**src/rtl/sir_endec_pkg.sv**
```systemverilog
package sir_endec_pkg;
  typedef struct packed {
    logic sirActive;  // UART and infrared both enabled
    logic lpMode;     // pulse width from low-power tick
    logic loopSir;    // decoder fed from inverted encoder output
    logic loopUart;   // receive line taken from UART output
    logic tick;       // 16x baud tick
    logic lpTick;     // low-power reference tick
    logic pulseSet;   // start a pulse this cycle
    logic pulseEnd;   // normal-width pulse ends this cycle
  } sir_strobe_t;
endpackage

```
**src/rtl/sir_ctrl.sv**
```systemverilog
module sir_ctrl
  import sir_endec_pkg::*;
#(
  parameter int OVS         = 16,
  parameter int PULSE_START = 7,
  parameter int PULSE_LEN   = 3
) (
  input  logic        clk,
  input  logic        rstN,
  input  logic        baudTick16,
  input  logic        lpTick,
  input  logic        uartEn,
  input  logic        sirEn,
  input  logic        lowPower,
  input  logic        loopback,
  input  logic        sirTest,
  input  logic        uartTxd,
  output sir_strobe_t strobe
);
  localparam int PHASE_W = $clog2(OVS);
  localparam logic [PHASE_W-1:0] LAST_PHASE = PHASE_W'(OVS - 1);
  localparam logic [PHASE_W-1:0] SET_PHASE  = PHASE_W'(PULSE_START);
  localparam logic [PHASE_W-1:0] END_PHASE  = PHASE_W'(PULSE_START + PULSE_LEN);

  logic [PHASE_W-1:0] phaseQ, nextPhase;
  logic prevTxdQ;
  logic sirActive;

  // a level change marks tick 0 of a new bit; otherwise count and wrap
  always_comb begin
    if (uartTxd != prevTxdQ)       nextPhase = '0;
    else if (phaseQ == LAST_PHASE) nextPhase = '0;
    else                           nextPhase = phaseQ + 1'b1;
  end

  always_ff @(posedge clk or negedge rstN) begin
    if (!rstN) begin
      phaseQ   <= LAST_PHASE;
      prevTxdQ <= 1'b1;
    end else if (baudTick16) begin
      phaseQ   <= nextPhase;
      prevTxdQ <= uartTxd;
    end
  end

  assign sirActive = uartEn & sirEn;

  always_comb begin
    strobe.sirActive = sirActive;
    strobe.lpMode    = lowPower;
    strobe.loopSir   = loopback & sirTest & sirActive;
    strobe.loopUart  = loopback & ~(sirTest & sirActive);
    strobe.tick      = baudTick16;
    strobe.lpTick    = lpTick;
    strobe.pulseSet  = baudTick16 & sirActive & ~uartTxd & (nextPhase == SET_PHASE);
    strobe.pulseEnd  = baudTick16 & (nextPhase == END_PHASE);
  end
endmodule

```
**src/rtl/sir_datapath.sv**
```systemverilog
module sir_datapath
  import sir_endec_pkg::*;
#(
  parameter int OVS         = 16,
  parameter int PULSE_LEN   = 3,
  parameter int LP_LEN      = 3,
  parameter int SYNC_STAGES = 2
) (
  input  logic        clk,
  input  logic        rstN,
  input  sir_strobe_t strobe,
  input  logic        uartTxd,
  input  logic        rxdLine,
  input  logic        sirIn,
  output logic        sirOut,
  output logic        txdLine,
  output logic        serialIn
);
  localparam int PHASE_W  = $clog2(OVS);
  localparam int LP_CNT_W = (LP_LEN > 1) ? $clog2(LP_LEN) : 1;
  localparam logic [LP_CNT_W-1:0] LP_LAST  = LP_CNT_W'(LP_LEN - 1);
  localparam logic [PHASE_W-1:0] HOLD_LAST = PHASE_W'(OVS - 1);

  // ---------------- encoder ----------------
  logic pulseQ;
  logic [LP_CNT_W-1:0] lpCntQ;

  always_ff @(posedge clk or negedge rstN) begin
    if (!rstN) begin
      pulseQ <= 1'b0;
      lpCntQ <= '0;
    end else if (!strobe.sirActive) begin
      pulseQ <= 1'b0;
    end else if (strobe.pulseSet) begin
      pulseQ <= 1'b1;
      lpCntQ <= '0;
    end else if (pulseQ) begin
      if (strobe.lpMode) begin
        if (strobe.lpTick) begin
          if (lpCntQ == LP_LAST) pulseQ <= 1'b0;
          else                   lpCntQ <= lpCntQ + 1'b1;
        end
      end else if (strobe.pulseEnd) begin
        pulseQ <= 1'b0;
      end
    end
  end

  assign sirOut  = pulseQ & strobe.sirActive;
  assign txdLine = strobe.sirActive | uartTxd;

  // ---------------- decoder ----------------
  logic decRaw, rxSync;
  logic [SYNC_STAGES-1:0] syncQ;

  assign decRaw = !strobe.sirActive ? 1'b1 : (strobe.loopSir ? ~pulseQ : sirIn);

  generate
    if (SYNC_STAGES == 1) begin : g_sync1
      always_ff @(posedge clk or negedge rstN) begin
        if (!rstN) syncQ <= '1;
        else       syncQ <= decRaw;
      end
    end else begin : g_syncN
      always_ff @(posedge clk or negedge rstN) begin
        if (!rstN) syncQ <= '1;
        else       syncQ <= {syncQ[SYNC_STAGES-2:0], decRaw};
      end
    end
  endgenerate

  assign rxSync = syncQ[SYNC_STAGES-1];

  logic prevSampleQ, decOutQ;
  logic [PHASE_W-1:0] holdQ;

  always_ff @(posedge clk or negedge rstN) begin
    if (!rstN) begin
      prevSampleQ <= 1'b1;
      decOutQ     <= 1'b1;
      holdQ       <= '0;
    end else if (strobe.tick) begin
      prevSampleQ <= rxSync;
      if (prevSampleQ && !rxSync) begin
        decOutQ <= 1'b0;
        holdQ   <= '0;
      end else if (!decOutQ) begin
        if (holdQ == HOLD_LAST) decOutQ <= 1'b1;
        holdQ <= holdQ + 1'b1;
      end
    end
  end

  always_comb begin
    if (strobe.loopUart)       serialIn = uartTxd;
    else if (strobe.sirActive) serialIn = decOutQ;
    else                       serialIn = rxdLine;
  end

  // ---------------- checks ----------------
  logic [3:0] ticksInPulseQ, lpInPulseQ;

  always_ff @(posedge clk or negedge rstN) begin
    if (!rstN) begin
      ticksInPulseQ <= '0;
      lpInPulseQ    <= '0;
    end else if (!pulseQ) begin
      ticksInPulseQ <= '0;
      lpInPulseQ    <= '0;
    end else begin
      if (strobe.tick && ticksInPulseQ != 4'hF)  ticksInPulseQ <= ticksInPulseQ + 1'b1;
      if (strobe.lpTick && lpInPulseQ != 4'hF)   lpInPulseQ    <= lpInPulseQ + 1'b1;
    end
  end


  pulse_width_chk: assert property (@(posedge clk) disable iff (!rstN)
    (pulseQ && !strobe.lpMode) |-> (ticksInPulseQ <= 4'(PULSE_LEN)));


  lp_width_chk: assert property (@(posedge clk) disable iff (!rstN)
    (pulseQ && strobe.lpMode) |-> (lpInPulseQ <= 4'(LP_LEN)));


  dec_start_chk: assert property (@(posedge clk) disable iff (!rstN)
    $fell(decOutQ) |-> ($past(strobe.tick) && !$past(rxSync)));
endmodule

```
**src/rtl/sir_endec.sv**
```systemverilog
module sir_endec
  import sir_endec_pkg::*;
#(
  parameter int OVS         = 16,
  parameter int PULSE_START = 7,
  parameter int PULSE_LEN   = 3,
  parameter int LP_LEN      = 3,
  parameter int SYNC_STAGES = 2
) (
  input  logic clk,
  input  logic rstN,
  input  logic baudTick16,
  input  logic lpTick,
  input  logic uartEn,
  input  logic sirEn,
  input  logic lowPower,
  input  logic loopback,
  input  logic sirTest,
  input  logic uartTxd,
  input  logic rxdLine,
  input  logic sirIn,
  output logic sirOut,
  output logic txdLine,
  output logic serialIn
);
  sir_strobe_t strobe;

  sir_ctrl #(
    .OVS(OVS), .PULSE_START(PULSE_START), .PULSE_LEN(PULSE_LEN)
  ) u_ctrl (
    .clk(clk), .rstN(rstN), .baudTick16(baudTick16), .lpTick(lpTick),
    .uartEn(uartEn), .sirEn(sirEn), .lowPower(lowPower), .loopback(loopback),
    .sirTest(sirTest), .uartTxd(uartTxd), .strobe(strobe)
  );

  sir_datapath #(
    .OVS(OVS), .PULSE_LEN(PULSE_LEN), .LP_LEN(LP_LEN), .SYNC_STAGES(SYNC_STAGES)
  ) u_dp (
    .clk(clk), .rstN(rstN), .strobe(strobe), .uartTxd(uartTxd),
    .rxdLine(rxdLine), .sirIn(sirIn), .sirOut(sirOut), .txdLine(txdLine),
    .serialIn(serialIn)
  );


  zero_only_chk: assert property (@(posedge clk) disable iff (!rstN)
    $rose(sirOut) |-> !uartTxd);
endmodule

```
**config.mk**
```make
export PLATFORM = sky130hd
export DESIGN_NAME = sir_endec
export DESIGN_NICKNAME = d
export VERILOG_FILES = /design/src/rtl/sir_endec_pkg.sv /design/src/rtl/sir_ctrl.sv /design/src/rtl/sir_datapath.sv /design/src/rtl/sir_endec.sv
export SDC_FILE = /design/constraint.sdc
export NUM_CORES = 1
export LEC_CHECK = 0
export BUFFER_PORTS_ARGS = -buffer_cell sky130_fd_sc_hd__buf_2
export CAP_MARGIN = 20
export CORE_MARGIN = 2
export CORE_UTILIZATION = 51
export CTS_BUF_LIST = sky130_fd_sc_hd__clkbuf_4 sky130_fd_sc_hd__clkbuf_8
export DETAILED_ROUTE_END_ITERATION = 8
export HOLD_SLACK_MARGIN = 0.05
export PLACE_DENSITY = 0.76
export SYNTH_ARGS = -nofsm -noshare
export SYNTH_HDL_FRONTEND = slang
export SYNTH_SLANG_ARGS = --single-unit
```
**constraint.sdc**
```tcl
create_clock -name clk -period 1.3 [get_ports clk]
set_input_delay 0.195 -clock clk [delete_from_list [all_inputs] [get_ports clk]]
set_output_delay 0.195 -clock clk [all_outputs]
set_load 0.02 [all_outputs]
```
==> results of run 1 <==
==> repair_timing <==
action | 4_1_cts | 5_1_grt
hold endpoints to repair | 7 | 0
hold buffers | 1 | 0
buffers inserted | 3 | 1
pin swaps | 8 | 3
gates resized for setup | 10 | 15
endpoints found under the setup margin | 5 | 6
==> logic make-up after synthesis <==
family / Yosys count / share of synthesized area
AND/OR/NAND/NOR: 29 / 0.201
multiplexers: 3 / 0.0365
flip-flops: 16 / 0.462
XOR/XNOR: 3 / 0.0295
buffers and inverters: 9 / 0.0407
adder cells (fa/ha/maj): 3 / 0.0421
AO/OA/AOI/OAI: 24 / 0.188
==> worst reg2reg max path: cells and delay by family (launching register included) <==
family,cells,cell delay (ps)
DFF,1,580
buffers and inverters,1,170
xor gates and xnor gates,1,100
and+or+nand+nor,1,220
AOI/OAI and AO/OA,1,130
==> final cells by class <==
| type | instances | area (sq um) | share of cell area |
|---|---|---|---|
| clock buffer | 4 | 36.3 | 0.0288 |
| inverter | 7 | 28.8 | 0.0229 |
| multi-input combinational | 62 | 574 | 0.456 |
| sequential | 16 | 412 | 0.327 |
| tap | 17 | 21.3 | 0.0169 |
| timing repair buffer | 27 | 186 | 0.148 |
==> through the flow <==
stage,setup WS [ps],setup TNS [ps],cells,utilization,hold slack [ps]
2_1_floorplan,4.77,0,87,-,-101
6_report,-78.7,-110,133,0.745,121
5_1_grt,-158,-364,133,0.745,120
3_3_place_gp,-17.2,-17.2,124,0.625,124
4_1_cts,-91.2,-91.2,132,0.690,117
3_5_place_dp,-29.0,-54.6,124,0.625,125
==> cell usage after synthesis (3+ instances only) <==
library cell  number  area, sq um
dfstp_2            9          236
dfrtp_1            7          175
inv_1              7         26.3
nor2b_1            6         37.5
nand2_1            4         15.0
nand2b_1           4         25.0
o22ai_1            4         25.0
a21oi_1            3         15.0
a31oi_1            3         18.8
ha_1               3         37.5
nand3_1            3         15.0
==> registers in the layout (all words and copies together), names as in the netlist <==
name	count
u_ctrl.phaseQ	4
u_dp.holdQ	4
u_dp.lpCntQ	2
u_dp.syncQ	2
u_ctrl.prevTxdQ	1
u_dp.decOutQ	1
u_dp.prevSampleQ	1
u_dp.pulseQ	1
==> how the worst max path moves through the flow <==
| stage | end | startpoint |
|---|---|---|
| floorplan | u_dp.lpCntQ[1] | u_dp.lpCntQ[0] |
| global placement | u_dp.pulseQ | u_ctrl.phaseQ[1] |
| detailed placement | u_dp.pulseQ | u_ctrl.phaseQ[1] |
| CTS | serialIn | u_dp.decOutQ |
| global route | serialIn | u_dp.decOutQ |
| finish | serialIn | u_dp.decOutQ |
==> per-layer routing <==
metal,GRT usage,routed length [um]
met5,0,0
met4,0.0857,12
met2,0.352,1050
met3,0.0437,95
met1,0.298,975
==> power breakdown <==
part	switching (mW)	internal [mW]	total, mW
logic	0.277	0.299	0.575
clock network	0.168	0.171	0.338
registers	0.129	0.647	0.776
total	0.573	1.12	1.69
==> run_results.csv, run 1 <==
group,metric,value,unit
placed_design,gp_congestion,0.866,
timing,fin_crit_sh,1.06,
clocking,ctsHtreeMaxLevel,1,
timing,hold_viol_final,0,
setup_path,r2r_start,"u_ctrl.prevTxdQ",
setup_path,worstPathCellList,"nor3_2, a211oi_2, buf_4",
grt,grt_max_degree,17,
setup_path,endpoint_kind,"output pin",
pwr,powerDensity,1340,nW/um^2
timing,fin_ws,-78.7,ps
timing,finalMaxSlewViolations,0,
final_layout,final_common_cell,"buf_2",
status,status,"finished, violations left",
synthesis,synth_ff_type,"dfstp_2",
setup_path,cpMaxStageDelayCell,"dfstp_2",
timing,rsz0062_at_grt,"true",
synthesis,synth-edff-count,0,
clocking,cts_tree,"built",
drt,antenna_left,0,
hold_path,min_to,"u_dp.syncQ[0]",
drt,drtIter0Drc,9,
synthesis,yosys_warnings,0,
timing,finalClockSkew,1.66,ps
drt,drc_errors,0,
floorplanning,row_count,15,
setup_path,timing_worst_setup_path_type,"flop to output pin",
hold_path,min_path_type,"input port to flop",
clocking,clk_path_buf_depth,2,
grt,grtUsageTotal,0.222,
setup_path,critical-path-max-stage-delay,550,ps
drt,viasPerCell,6.08,
final_layout,area_growth_syn_to_layout,41.3,%
floorplanning,fp.dieW,45.8,um
drt,routedWlPerCell,16.1,um
drt,via_count,809,
clocking,clock-root-buffer,"clkbuf_4",
floorplanning,dieHeight,45.8,um
grt,grt_antenna_before_repair,0,
setup_path,required,1110,ps
floorplanning,core,1690,sq um
placed_design,port_buffers,14,
final_layout,layout_common_cells,"buf_2, buf_4, dfstp_2",
grt,grt_pass1_wl,3250,um
synthesis,syn_avg_cell_area,10.2,sq um
placed_design,dp_hpwl,1350,um
run,cap_violations,0,
setup_path,reg2reg_depth,4,
pwr,total_power,1.69,mW
pwr,p_leak,0.520,nW
clocking,numClockSinks,16,
placed_design,post_dp_cell_area,1060,sq um
clocking,clk_pin_slew,100,ps
synthesis,async_reset_ff_frac,1.00,
setup_path,r2r_slack,-10,ps
drt,wl,2140,um
timing,worst-slew-pin-transition,363,ps
synthesis,postSynthCellCount,87,
clocking,cts_buffers,3,
clocking,insertion_delay,290,ps
final_layout,postLayoutCellArea,1260,sq um
final_layout,drive_gt1_frac,0.543,
setup_path,cp_top_family,"flip-flops",
drt,dr.pass1.iters,4,
hold_path,hold_depth,2,
floorplanning,initial_core_util,0.527,
setup_path,cp_num_buf_inv,1,
final_layout,final.fill_count,114,
setup_path,path_depth,3,
floorplanning,ios,15,
setup_path,path_max_fanout,2,
timing,max_freq,725,MHz
synthesis,ys_seq_area_frac,0.462,
synthesis,synthDistinctLibCells,36,
floorplanning,die_area,2100,sq um
pwr,ir_drop,0.951,mV
timing,setup_viol,5,
timing,period_needed,1380,ps
hold_path,min_from,"sirIn",
final_layout,antennaDiodeCount,0,
setup_path,r2r_end,"u_dp.pulseQ",
grt,overflow,0,
status,violations,"negative setup slack",
timing,maxSlewHeadroom,0.758,
final_layout,fin_nets,132,
grt,grt_pass1_vias,748,
setup_path,start_kind,"flop",
synthesis,synth_area,891,sq um
synthesis,ys_ff_latch,16,
setup_path,critPathArrivalTime,1180,ps
synthesis,syn_nets,102,
(Power assumes the default switching activity.)
==> inputs of run 2 (changes only) <==
Settings changed: ABC_AREA set to 1.
==> run_results.csv, run 2 <==
group,metric,value,unit
status,status,"finished, violations left",
status,violations,"negative setup slack",
floorplanning,die_area,2170,sq um
synthesis,synth_compound_area_frac,0.133,
setup_path,worstPathCellList,"inv_2, o21ai_2, a21oi_2, a31oi_2, buf_4",
grt,grtUsageTotal,0.207,
setup_path,startpoint,"u_dp.decOutQ",
timing,finalClockSkew,2.96,ps
synthesis,synth-simple-area-share,0.279,
grt,overflow,0,
drt,viasPerCell,5.08,
pwr,powerDensity,1260,nW/um^2
final_layout,area_growth_syn_to_layout,31.8,%
hold_path,min_from,"sirIn",
final_layout,postLayoutCellArea,1220,sq um
setup_path,r2r_slack,-140,ps
timing,finalMaxSlewViolations,0,
placed_design,placed_cells,159,
floorplanning,row_count,15,
placed_design,gp_congestion,0.736,
placed_design,post_dp_cell_area,1050,sq um
timing,period_needed,1570,ps
synthesis,synth-edff-count,0,
clocking,clk_pin_slew,90,ps
hold_path,min_path_type,"input port to flop",
synthesis,synth.area.mux_share,0,
synthesis,synth_top_family_by_area,"simple AND/OR/NAND/NOR gates",
final_layout,top_regs,"u_ctrl.phaseQ (4), u_dp.holdQ (4)",
synthesis,synth_xor_area_frac,0.00947,
setup_path,r2r_start,"u_ctrl.phaseQ[1]",
setup_path,start_kind,"flop",
setup_path,endpoint,"serialIn",
setup_path,path_depth,5,
drt,drtIter0Drc,12,
drt,drc_errors,0,
final_layout,final.fill_count,129,
clocking,clk_path_buf_depth,2,
floorplanning,initial_core_util,0.541,
synthesis,synthTopCellsByArea,"dfstp_2, dfrtp_1, nand2_1",
timing,hold_slack,129,ps
final_layout,final_common_cell,"nand2_1",
floorplanning,dieHeight,46.6,um
synthesis,synth_top_area_share,0.256,
final_layout,post-route-util,0.714,
synthesis,synth_area,925,sq um
synthesis,ys_ff_latch,16,
synthesis,yosys_warnings,0,
synthesis,ys_seq_area_frac,0.445,
timing,max_freq,639,MHz
final_layout,fin_nets,157,
floorplanning,fp.dieW,46.6,um
synthesis,synthDistinctLibCells,25,
grt,grt_pass1_vias,779,
setup_path,endpoint_kind,"output pin",
setup_path,cpMaxStageDelayCell,"dfstp_2",
pwr,p_leak,0.586,nW
synthesis,synthAdderAreaFrac,0.0406,
final_layout,drive_gt1_frac,0.447,
final_layout,antennaDiodeCount,0,
synthesis,synth_ff_type,"dfstp_2",
setup_path,required,1110,ps
clocking,numClockSinks,16,
final_layout,layout_common_cells,"nand2_1, inv_1, buf_2",
placed_design,port_buffers,14,
pwr,ir_drop,0.774,mV
timing,fin_setup_tns,-605,ps
synthesis,async_reset_ff_frac,1.00,
setup_path,cp_num_buf_inv,2,
clocking,cts_buffers,3,
grt,grt_pass1_wl,3070,um
drt,via_count,844,
timing,fin_ws,-265,ps
run,cap_violations,0,
pwr,total_power,1.54,mW
final_layout,register_area,412,sq um
setup_path,r2r_end,"u_dp.pulseQ",
floorplanning,ios,15,
clocking,cts_tree,"built",
grt,grt_antenna_before_repair,0,
placed_design,dp_hpwl,1430,um
drt,routedWlPerCell,12.6,um
clocking,clock-root-buffer,"clkbuf_4",
clocking,ctsHtreeMaxLevel,1,
synthesis,synthTopCellsByCount,"nand2_1, inv_1, dfstp_2",
drt,dr.pass1.iters,4,
synthesis,syn_avg_cell_area,7.90,sq um
setup_path,timing_worst_setup_path_type,"flop to output pin",
clocking,insertion_delay,290,ps
synthesis,synth_top_area_cell,"dfstp_2",
synthesis,postSynthCellCount,117,
timing,setup_viol,5,
setup_path,critical-path-max-stage-delay,550,ps
final_layout,multiInputGateArea,526,sq um
setup_path,critPathArrivalTime,1370,ps
placed_design,pre_cts_ws,-77.8,ps
synthesis,syn_nets,132,
timing,maxSlewHeadroom,0.762,
final_layout,final-instance-count-excl-fill,166,
drt,wl,2090,um
drt,antenna_left,0,
timing,fin_crit_sh,1.20,
setup_path,path_max_fanout,2,
floorplanning,core,1710,sq um
synthesis,synth.most_common_cell,"nand2_1",
setup_path,reg2reg_depth,6,
grt,grt_max_degree,17,
timing,worst-slew-pin-transition,357,ps
timing,hold_viol_final,0,
timing,rsz0062_at_grt,"true",
setup_path,cp_top_family,"flip-flops",
run 2: cell types whose count changed after synthesis, sizes merged, moves of 4 or more:
cell / change
nor2: +7
o21ai: +8
nand3: +6
nand2: +30
nand2b: -4
inv: +12
a21oi: +5
o22ai: -4
nor2b: -6
run 2: worst reg2reg max path, stage by stage (launching register included):
cell and delay (ps):
dfstp_2 590, ha_4 180, nand2_4 60, o211ai_1 270, nand3_1 120, nand2_1 70, nand2_1 50
run 2: repair_timing:
action	in CTS	in global routing
resized for setup	9	18
pin swaps	4	7
hold buffers	1	0
endpoints found under the setup margin	5	8
hold endpoints to repair	7	0
setup buffers	1	3
run 2: cell families after synthesis:
kind of cell               after synthesis
buffers and inverters                   21
xor gates and xnor gates                 1
adders and majority gates                3
AOI/OAI and AO/OA                       22
DFF                                     16
and+or+nand+nor                         54
run 2: layer usage:
layer / vias to the layer above / global-route usage / wire [um]
met5: - / 0 / 0
met4: 0 / 0.103 / 38
met3: 5 / 0.0353 / 93
met2: 26 / 0.381 / 981
met1: 388 / 0.223 / 978
li1: 425 / - / -
run 2: worst min path at each step:
stage | endpoint | slack (ps) | depth (start not counted)
final | u_dp.syncQ[0] | 130 | 3
after global routing | u_dp.syncQ[0] | 130 | 3
after global placement | u_dp.pulseQ | 120 | 1
after detailed placement | u_dp.pulseQ | 130 | 1
after floorplan | u_dp.holdQ[0] | -100 | 0
after CTS | u_dp.syncQ[0] | 120 | 3
run 2: power breakdown:
| part | leakage (nW) | switching, mW | internal (mW) | total [mW] |
|---|---|---|---|---|
| clock | 0.0210 | 0.160 | 0.171 | 0.331 |
| combinational | 0.381 | 0.272 | 0.218 | 0.491 |
| sequential | 0.184 | 0.0923 | 0.625 | 0.717 |
| total | 0.586 | 0.525 | 1.01 | 1.54 |
run 2: area by class of cell:
type                       count  share of cell area
clock buffer                   4              0.0298
inverter                      20              0.0616
multi-input combinational     80               0.431
sequential                    16               0.338
tap                           25              0.0257
timing repair buffer          21               0.114
